`src/rtl/pss_pkg.sv`:
```
package pss_pkg;
  localparam int unsigned CNT_W_DEF  = 20;
  localparam int unsigned DATA_W_DEF = 32;

  typedef enum logic {
    SLOT_IDLE  = 1'b0,
    SLOT_ARMED = 1'b1
  } slot_state_e;
endpackage

```
`src/rtl/pss_cfg_decode.sv`:
```
module pss_cfg_decode #(
  parameter int unsigned NUM_PORTS = 2,
  parameter int unsigned PORT_W    = 1,
  parameter int unsigned DATA_W    = pss_pkg::DATA_W_DEF,
  parameter int unsigned CNT_W     = pss_pkg::CNT_W_DEF
) (
  input  logic                 we_i,
  input  logic [PORT_W-1:0]    port_i,
  input  logic [DATA_W-1:0]    wdata_i,
  output logic [NUM_PORTS-1:0] wr_en_o,
  output logic [CNT_W-1:0]     wr_cnt_o
);
  logic unused_rsvd;

  assign wr_cnt_o    = wdata_i[CNT_W-1:0];
  assign unused_rsvd = ^wdata_i[DATA_W-1:CNT_W];

  for (genvar p = 0; p < NUM_PORTS; p++) begin : g_sel
    assign wr_en_o[p] = we_i && (port_i == PORT_W'(p));
  end
endmodule

```
`src/rtl/pss_pkt_qual.sv`:
```
module pss_pkt_qual #(
  parameter int unsigned NUM_PORTS = 2
) (
  input  logic                 valid_i,
  input  logic                 good_i,
  input  logic                 len_ok_i,
  input  logic [NUM_PORTS-1:0] dst_i,
  output logic [NUM_PORTS-1:0] elig_o
);
  logic ok;

  assign ok = valid_i && good_i && len_ok_i;

  for (genvar p = 0; p < NUM_PORTS; p++) begin : g_port
    assign elig_o[p] = ok && dst_i[p];
  end
endmodule

```
`src/rtl/pss_port_slot.sv`:
```
module pss_port_slot
  import pss_pkg::*;
#(
  parameter int unsigned CNT_W = CNT_W_DEF
) (
  input  logic             clk_i,
  input  logic             rst_ni,
  input  logic             wr_en_i,
  input  logic [CNT_W-1:0] wr_cnt_i,
  input  logic             elig_i,
  output logic             sample_o,
  output logic             empty_o
);
  localparam logic [CNT_W-1:0] ONE = {{(CNT_W-1){1'b0}}, 1'b1};

  slot_state_e      state_q, state_n;
  logic [CNT_W-1:0] cnt_q, cnt_n;
  logic [CNT_W-1:0] shd_q, shd_n;
  logic             shd_v_q, shd_v_n;
  logic             sample_q;
  logic             armed, at_zero, hit;

  assign armed   = (state_q == SLOT_ARMED);
  assign at_zero = (cnt_q == '0);
  assign hit     = armed && elig_i && at_zero;

  always_comb begin
    state_n = state_q;
    cnt_n   = cnt_q;
    shd_n   = shd_q;
    shd_v_n = shd_v_q;
    if (hit) begin
      // counter frees up: held value first, then the new write
      if (shd_v_q) begin
        cnt_n   = shd_q;
        shd_v_n = wr_en_i;
        if (wr_en_i) shd_n = wr_cnt_i;
      end else if (wr_en_i) begin
        cnt_n = wr_cnt_i;
      end else begin
        state_n = SLOT_IDLE;
      end
    end else if (!armed) begin
      if (wr_en_i) begin
        cnt_n   = wr_cnt_i;
        state_n = SLOT_ARMED;
      end
    end else begin
      if (elig_i) cnt_n = cnt_q - ONE;
      if (wr_en_i) begin
        shd_n   = wr_cnt_i;
        shd_v_n = 1'b1;
      end
    end
  end

  always_ff @(posedge clk_i or negedge rst_ni) begin
    if (!rst_ni) begin
      state_q  <= SLOT_IDLE;
      cnt_q    <= '0;
      shd_q    <= '0;
      shd_v_q  <= 1'b0;
      sample_q <= 1'b0;
    end else begin
      state_q  <= state_n;
      cnt_q    <= cnt_n;
      shd_q    <= shd_n;
      shd_v_q  <= shd_v_n;
      sample_q <= hit;
    end
  end

  assign sample_o = sample_q;
  assign empty_o  = !shd_v_q;


  sample_cause_chk: assert property (@(posedge clk_i) disable iff (!rst_ni)
    sample_o |-> $past(armed && at_zero && elig_i));


  count_step_chk: assert property (@(posedge clk_i) disable iff (!rst_ni)
    (armed && elig_i && !at_zero) |=> (cnt_q == $past(cnt_q) - ONE));


  quiet_hold_chk: assert property (@(posedge clk_i) disable iff (!rst_ni)
    (!elig_i && !wr_en_i) |=> ($stable(cnt_q) && $stable(state_q) && !sample_o));


  hold_needs_arm_chk: assert property (@(posedge clk_i) disable iff (!rst_ni)
    shd_v_q |-> armed);


  hold_latest_chk: assert property (@(posedge clk_i) disable iff (!rst_ni)
    (armed && wr_en_i && !(elig_i && at_zero)) |=> (shd_v_q && shd_q == $past(wr_cnt_i)));


  idle_silent_chk: assert property (@(posedge clk_i) disable iff (!rst_ni)
    (!armed && !wr_en_i) |=> (!sample_o && !armed));
endmodule

```
`src/rtl/pkt_sample_ctrl.sv`:
```
module pkt_sample_ctrl #(
  parameter int unsigned NUM_PORTS = 2,
  parameter int unsigned PORT_W    = (NUM_PORTS > 1) ? $clog2(NUM_PORTS) : 1,
  parameter int unsigned DATA_W    = pss_pkg::DATA_W_DEF,
  parameter int unsigned CNT_W     = pss_pkg::CNT_W_DEF
) (
  input  logic                 clk_i,
  input  logic                 rst_ni,
  input  logic                 cfg_we_i,
  input  logic [PORT_W-1:0]    cfg_port_i,
  input  logic [DATA_W-1:0]    cfg_wdata_i,
  input  logic                 pkt_valid_i,
  input  logic                 pkt_good_i,
  input  logic                 pkt_len_ok_i,
  input  logic [NUM_PORTS-1:0] pkt_dst_i,
  output logic [NUM_PORTS-1:0] sample_o,
  output logic [NUM_PORTS-1:0] hold_empty_o
);
  logic [NUM_PORTS-1:0] wr_en;
  logic [CNT_W-1:0]     wr_cnt;
  logic [NUM_PORTS-1:0] elig;

  pss_cfg_decode #(
    .NUM_PORTS(NUM_PORTS), .PORT_W(PORT_W), .DATA_W(DATA_W), .CNT_W(CNT_W)
  ) u_cfg (
    .we_i    (cfg_we_i),
    .port_i  (cfg_port_i),
    .wdata_i (cfg_wdata_i),
    .wr_en_o (wr_en),
    .wr_cnt_o(wr_cnt)
  );

  pss_pkt_qual #(.NUM_PORTS(NUM_PORTS)) u_qual (
    .valid_i (pkt_valid_i),
    .good_i  (pkt_good_i),
    .len_ok_i(pkt_len_ok_i),
    .dst_i   (pkt_dst_i),
    .elig_o  (elig)
  );

  for (genvar p = 0; p < NUM_PORTS; p++) begin : g_slot
    pss_port_slot #(.CNT_W(CNT_W)) u_slot (
      .clk_i   (clk_i),
      .rst_ni  (rst_ni),
      .wr_en_i (wr_en[p]),
      .wr_cnt_i(wr_cnt),
      .elig_i  (elig[p]),
      .sample_o(sample_o[p]),
      .empty_o (hold_empty_o[p])
    );
  end


  one_target_chk: assert property (@(posedge clk_i) disable iff (!rst_ni)
    $onehot0(wr_en) && (cfg_we_i || wr_en == '0));


  inelig_no_sample_chk: assert property (@(posedge clk_i) disable iff (!rst_ni)
    !(pkt_valid_i && pkt_good_i && pkt_len_ok_i) |=> (sample_o == '0));
endmodule

```
`config.mk`:
```
export PLATFORM = sky130hd
export DESIGN_NAME = pkt_sample_ctrl
export DESIGN_NICKNAME = d
export VERILOG_FILES = /design/src/rtl/pss_pkg.sv /design/src/rtl/pss_cfg_decode.sv /design/src/rtl/pss_pkt_qual.sv /design/src/rtl/pss_port_slot.sv /design/src/rtl/pkt_sample_ctrl.sv
export SDC_FILE = /design/constraint.sdc
export NUM_CORES = 1
export LEC_CHECK = 0
export BUFFER_PORTS_ARGS = -buffer_cell sky130_fd_sc_hd__clkbuf_2
export CORE_MARGIN = 5
export CORE_UTILIZATION = 55
export DETAILED_ROUTE_END_ITERATION = 10
export GPL_ROUTABILITY_DRIVEN = 1
export PLACE_DENSITY = 0.77
export SLEW_MARGIN = 5
export SYNTH_ARGS = -nofsm -noshare
export SYNTH_HDL_FRONTEND = slang
export SYNTH_SLANG_ARGS = --single-unit
export TNS_END_PERCENT = 30
```
`constraint.sdc`:
```
create_clock -name clk_i -period 2.65 [get_ports clk_i]
set_input_delay 0.53 -clock clk_i [delete_from_list [all_inputs] [get_ports clk_i]]
set_output_delay 0.53 -clock clk_i [all_outputs]
set_load 0.03 [all_outputs]
```
Word-level counts from Yosys, hierarchy flattened
Index checks and enable logic that the tools add are counted.

Register bits: 86. Input bits: 41.

Add/sub/neg operators: 2. Bitwise gates (word level): 1. Reduce and logical (&&, ||, !) cells: 24. Equal/unequal tests: 8. Mux-type cells: 36.

Operators with widths (count): $mux W20 (18); $logic_not A20 Y1 (2); $sub A20 B1 Y20 const B (2); $mux W1 (18); $reduce_and A2 Y1 (6); $logic_and A1 B1 Y1 (10); $ne A2 B2 Y1 const B (4); $reduce_bool A2 Y1 (4); $ne A3 B2 Y1 const B (2); $ne A2 B1 Y1 const B (2); $logic_not A1 Y1 (2); $not A1 Y1 (1).

Longest topological paths before layout
Depth after elaboration: 7. Mapped depth: 10. Depth with buffers taken out: 9.

Hierarchy
Synthesis repeated with hierarchy kept, for this count alone.

Cell total of the unflattened synthesis: 628. Area, all modules: 6018.3 um2.

Modules (own cells, without submodules): pss_port_slot (g_slot[1].u_slot) (cells an instance 308, instances 1, sequential area each 1076.0 um2, area each 2980.4 um2); pss_port_slot (g_slot[0].u_slot) (cells an instance 296, instances 1, sequential area each 1076.0 um2, area each 2854.0 um2); pss_cfg_decode (cells an instance 22, instances 1, sequential area each 0.0 um2, area each 166.4 um2); pss_pkt_qual (cells an instance 2, instances 1, sequential area each 0.0 um2, area each 17.5 um2).

Worst setup path after synthesis
OpenSTA, ideal clock, no wires.

Path type: register to register. From: reg g_slot[1].u_slot.cnt_q[0]. To: reg g_slot[1].u_slot.shd_q[10]. Slack: 0.178 ns. Library setup time: 0.125 ns. Data arrival time: 2.347 ns. Cell stages (with the launch flop): 9. Path buffers: 1. Data required time: 2.525 ns. Cell sequence: dfrtp_1 inv_1 ha_1 or4b_4 nand4b_4 o41ai_4 nor2_2 buf_6 mux2_4.

Cells in the longest elaborated chain, start to end: 4. Elaborated cells between the ends (all ways): 6.

RTL lines: from (decl) (line pss_port_slot.sv:17) `logic [CNT_W-1:0] cnt_q, cnt_n;`; from (signal assigned) (line pss_port_slot.sv:66) `cnt_q <= cnt_n;`; $logic_not A20 Y1 (*) (line pss_port_slot.sv:24) `assign at_zero = (cnt_q == '0);`; $logic_and A1 B1 Y1 (*) (line pss_port_slot.sv:25) `assign hit = armed && elig_i && at_zero;`; $ne A2 B1 Y1 (no line) or $reduce_bool A2 Y1 (tied branches); $reduce_and A2 Y1 (no line); to (signal assigned) (line pss_port_slot.sv:67) `shd_q <= shd_n;`; to (decl) (line pss_port_slot.sv:18) `logic [CNT_W-1:0] shd_q, shd_n;`.

Every way passes the cells marked *; elsewhere a longest branch is shown, timed or not. A chain may end at the register's enable or synchronous reset.

Worst setup path in the final report
From: reg g_slot[0].u_slot.cnt_q[0]. To: reg g_slot[0].u_slot.shd_q[8].

Cells in the longest elaborated chain, start to end: 4. Elaborated cells between the ends (all ways): 6.

RTL lines (line): from (decl) (pss_port_slot.sv:17); from (signal assigned) (pss_port_slot.sv:66); $logic_not A20 Y1 (*) (pss_port_slot.sv:24); $logic_and A1 B1 Y1 (*) (pss_port_slot.sv:25); $ne A2 B1 Y1 (no line) or $reduce_bool A2 Y1 (tied branches); $reduce_and A2 Y1 (no line); to (signal assigned) (pss_port_slot.sv:67); to (decl) (pss_port_slot.sv:18).

Marks and branches as above.

==> results.py <==
metrics = {
    "outcome": {
        "run_status": "completed",
    },
    "timing": {
        "final_max_slew_viol_count": 0,
        "fmax_ghz": 0.3908,
        "slew-limit-headroom": 0.5668,
        "skew_ns": 0.01477,
        "grt_setup_unrepaired": "no",
        "finalHoldViolations": 0,
        "finalWorstPathRequiredPeriod_ns": 2.559,
        "transition_time_at_the_pin_with_the_least_slew_margin_ns": 0.6491,
        "count_of_final_setup_violators": 0,
        "hold_slack_ns": 0.06458,
        "timing.final.crit_share": 0.9656,
        "timing.final.ws_setup_ns": 0.09120,
    },
    "cells_and_area": {
        "final_core_util": 0.6214,
        "num-nets-final": 698,
        "area_added_between_synthesis_and_finish_pct": 11.72,
        "final_cell_count_no_fill": 796,
        "antenna_cells_inserted": 0,
        "drive_above_1_share": 0.2258,
    },
    "synthesis": {
        "synthArstFlopShare": 1.000,
        "synth.yosys.warnings": 0,
        "synth.lib_cells_used.distinct": 69,
        "dominantRegCellSynth": "sky130_fd_sc_hd__dfrtp_1",
        "flip_flop_and_latch_count_after_synthesis": 86,
        "netlist_instances": 617,
        "synth_nets": 660,
        "synth.cell_area_sq_mm": 0.005639,
        "synth_enable_flop_cells": 0,
        "synth_seq_area_share": 0.3816,
        "synthesized_area_per_cell_sq_um": 9.140,
    },
    "place": {
        "numPortBuffers": 32,
        "place.detailed.instances": 772,
        "post-dp-hpwl_um": 10760,
        "dpl_worst_slack_ns": -0.01612,
        "gp_routability_congestion": 0.9239,
    },
    "drt": {
        "vias": 5103,
        "first_iter_violations": 314,
        "drt_first_pass_iters": 7,
        "route.detailed.vias_per_inst": 6.411,
        "totalWireLength_um": 15450,
        "wire_per_inst_um": 19.41,
        "ant_nets": 0,
        "post-route-drc-count": 0,
    },
    "pwr": {
        "ir_drop_v": 0.0003647,
        "leakage_nw": 2.685,
        "power_density_mw_per_mm2": 652.0,
    },
    "global_routing": {
        "globalRouteMet1Util": 0.3252,
        "antenna_found_initial": 0,
        "via_count_of_the_first_global_routing_pass": 5120,
        "maximum_number_of_pins_on_one_net_before_global_route_repair": 60,
        "grt.busiest_layer": "met2",
        "globalRoute.totalOverflow": 0,
        "globalRouteMet3Util": 0.04258,
        "grt_use_met2": 0.4162,
        "grt_first_pass_wirelength_um": 25760,
        "globalRouteTotalUtil": 0.2551,
    },
    "floorplan": {
        "dieHeight_um": 111.3,
        "dieArea_sq_mm": 0.01238,
        "fp-row-count": 37,
        "core-area_sq_mm": 0.01014,
        "io_pins": 45,
        "floorplan.initialDensity": 0.5562,
        "chipWidth_um": 111.3,
    },
    "critical_path": {
        "setup.worst_path.class": "reg -> reg",
        "required_worst_endpoint_ns": 2.90,
        "worstSetupEndpointType": "flop",
        "cp.arrival_ns": 2.81,
        "crit_path_start_kind": "flop",
        "timing.critical_path.fanout_max": 21,
    },
    "cts": {
        "clk_root_buffer_cell": "sky130_fd_sc_hd__clkbuf_8",
        "cts.hold.buffers_added": 0,
        "tritoncts_num_sinks": 86,
        "insertion_delay_ns": 0.37,
        "cts_buffers": 9,
        "htree_levels": 3,
        "cts.clk_slew.worst_paths_ns": 0.10,
        "maximum_root_to_sink_buffer_count": 2,
        "cts_tree": "yes",
    },
    "min_path": {
        "hold_path_class": "in -> async",
    },
    "flow_run": {
        "drv_cap": 0,
    },
}
routing by layer:
layer | share of wire | wire (um) | vias up
li1 | - | - | 2351
met1 | 0.41 | 6315 | 2500
met2 | 0.48 | 7495 | 192
met3 | 0.069 | 1072 | 60
met4 | 0.037 | 571 | 0
met5 | 0 | 0 | -
registers in the layout, indices dropped and copies added (netlist names):
name	cells
g_slot.u_slot.shd_q	40
g_slot.u_slot.armed	2
g_slot.u_slot.shd_v_q	2
g_slot.u_slot.sample_o	2
g_slot.u_slot.cnt_q	40
path summary, 6_finish.rpt:
path / cells after the start / slack, ns / start / endpoint
worst max-delay path: 8 / 0.09 / g_slot[0].u_slot.cnt_q[0] / g_slot[0].u_slot.shd_q[8]
worst min-delay path: 1 / 0.06 / rst_ni / g_slot[1].u_slot.shd_q[2]
worst max register to register: 8 / 0.09 / g_slot[0].u_slot.cnt_q[0] / g_slot[0].u_slot.shd_q[8]
worst min register to register: 1 / 0.51 / g_slot[0].u_slot.shd_q[5] / g_slot[0].u_slot.shd_q[5]
max in group asynchronous: 2 / 1.91 / rst_ni / g_slot[0].u_slot.cnt_q[10]
min in group clk_i: 3 / 0.45 / cfg_wdata_i[8] / g_slot[1].u_slot.shd_q[8]
worst max-delay path, cell delays in order, from the launching register on:
cell and delay (ns):
sky130_fd_sc_hd__dfrtp_1 0.45, sky130_fd_sc_hd__inv_1 0.12, sky130_fd_sc_hd__ha_1 0.24, sky130_fd_sc_hd__nor2b_1 0.22, sky130_fd_sc_hd__nand4_1 0.20, sky130_fd_sc_hd__o41a_1 0.52
sky130_fd_sc_hd__nand2_1 0.13, sky130_fd_sc_hd__buf_12 0.19, sky130_fd_sc_hd__mux2_2 0.35
kinds of logic after synthesis:
| logic type | share of synthesized area |
|---|---|
| and+or+nand+nor | 0.2050 |
| buffers and inverters | 0.04770 |
| AOI/OAI and AO/OA | 0.1959 |
| DFF | 0.3816 |
| xor gates and xnor gates | 0.02485 |
| adders and majority gates | 0.004437 |
| muxes | 0.1404 |
placed cells by master, fill, tap and decap left out, types with 3 or more instances in the layout:
master and n:
sky130_fd_sc_hd__mux2_2 25, sky130_fd_sc_hd__a221o_1 3, sky130_fd_sc_hd__a211oi_1 20, sky130_fd_sc_hd__o21ai_0 37
sky130_fd_sc_hd__clkbuf_2 31, sky130_fd_sc_hd__xnor2_1 9, sky130_fd_sc_hd__dfrtp_1 86, sky130_fd_sc_hd__or4_1 4
sky130_fd_sc_hd__nor2_1 45, sky130_fd_sc_hd__xor2_1 7, sky130_fd_sc_hd__inv_1 13, sky130_fd_sc_hd__a22oi_1 4
sky130_fd_sc_hd__buf_12 3, sky130_fd_sc_hd__o22ai_1 4, sky130_fd_sc_hd__a31oi_1 5, sky130_fd_sc_hd__o31ai_1 4
sky130_fd_sc_hd__nand3_1 17, sky130_fd_sc_hd__o41ai_1 4, sky130_fd_sc_hd__nand2_1 68, sky130_fd_sc_hd__and3_1 5
sky130_fd_sc_hd__or3_1 9, sky130_fd_sc_hd__o22a_1 7, sky130_fd_sc_hd__nor4_1 5, sky130_fd_sc_hd__nand2b_1 4
sky130_fd_sc_hd__nor4_4 5, sky130_fd_sc_hd__nor3_1 23, sky130_fd_sc_hd__mux2i_1 27, sky130_fd_sc_hd__and2_1 9
sky130_fd_sc_hd__a21oi_1 52, sky130_fd_sc_hd__buf_4 39, sky130_fd_sc_hd__inv_6 4, sky130_fd_sc_hd__mux2_4 16
sky130_fd_sc_hd__o311a_1 3, sky130_fd_sc_hd__clkbuf_8 9, sky130_fd_sc_hd__o211ai_1 4, sky130_fd_sc_hd__nand4_1 6
layout make-up:
cell class,instances,area (sq um)
Clock inverter,7,55.05
Fill cell,847,3839
Tap cell,136,170.2
Sequential cell,86,2152
Clock buffer,9,123.9
Timing Repair Buffer,74,519.2
Inverter,13,48.80
Multi-Input combinational cell,471,3231
power by group:
part           total (W)  internal, W  switching, W
clock           0.000907     0.000353      0.000554
combinational    0.00123     0.000621      0.000610
sequential       0.00197      0.00160      0.000371
total            0.00411      0.00257       0.00153
what timing repair did:
action	in CTS	in global routing
gates resized for setup	0	5
setup buffers	4	4
pin swaps	0	2
endpoints found under the setup margin	18	24
Yosys cell counts, types with 6 or more instances:
cell / instances / area, sq um
sky130_fd_sc_hd__xor2_1: 7 / 61.31
sky130_fd_sc_hd__mux2_2: 25 / 281.5
sky130_fd_sc_hd__nand2_1: 68 / 255.2
sky130_fd_sc_hd__a21oi_1: 52 / 260.3
sky130_fd_sc_hd__or3_1: 9 / 56.30
sky130_fd_sc_hd__o21ai_0: 38 / 190.2
sky130_fd_sc_hd__dfrtp_1: 86 / 2152
sky130_fd_sc_hd__nor3_1: 23 / 115.1
sky130_fd_sc_hd__o22a_1: 7 / 61.31
sky130_fd_sc_hd__nand3_1: 17 / 85.08
sky130_fd_sc_hd__clkbuf_1: 32 / 120.1
sky130_fd_sc_hd__mux2_4: 16 / 240.2
sky130_fd_sc_hd__and2_1: 9 / 56.30
sky130_fd_sc_hd__a211oi_1: 20 / 150.1
sky130_fd_sc_hd__inv_1: 13 / 48.80
sky130_fd_sc_hd__nor2_1: 45 / 168.9
sky130_fd_sc_hd__xnor2_1: 9 / 78.83
sky130_fd_sc_hd__nand4_1: 6 / 37.54
sky130_fd_sc_hd__mux2i_1: 27 / 270.3
through the flow:
stage	area (sq um)	setup TNS, ns	power, W
3_5_place_dp	6045	-0.01612	0.003167
6_report	6300	0	0.004108
4_1_cts	6254	0	0.004101
5_1_grt	6300	0	0.004363
2_1_floorplan	5639	0	0.002819
3_3_place_gp	6045	0	0.003095
No activity file was read; power rests on OpenSTA's default activity.
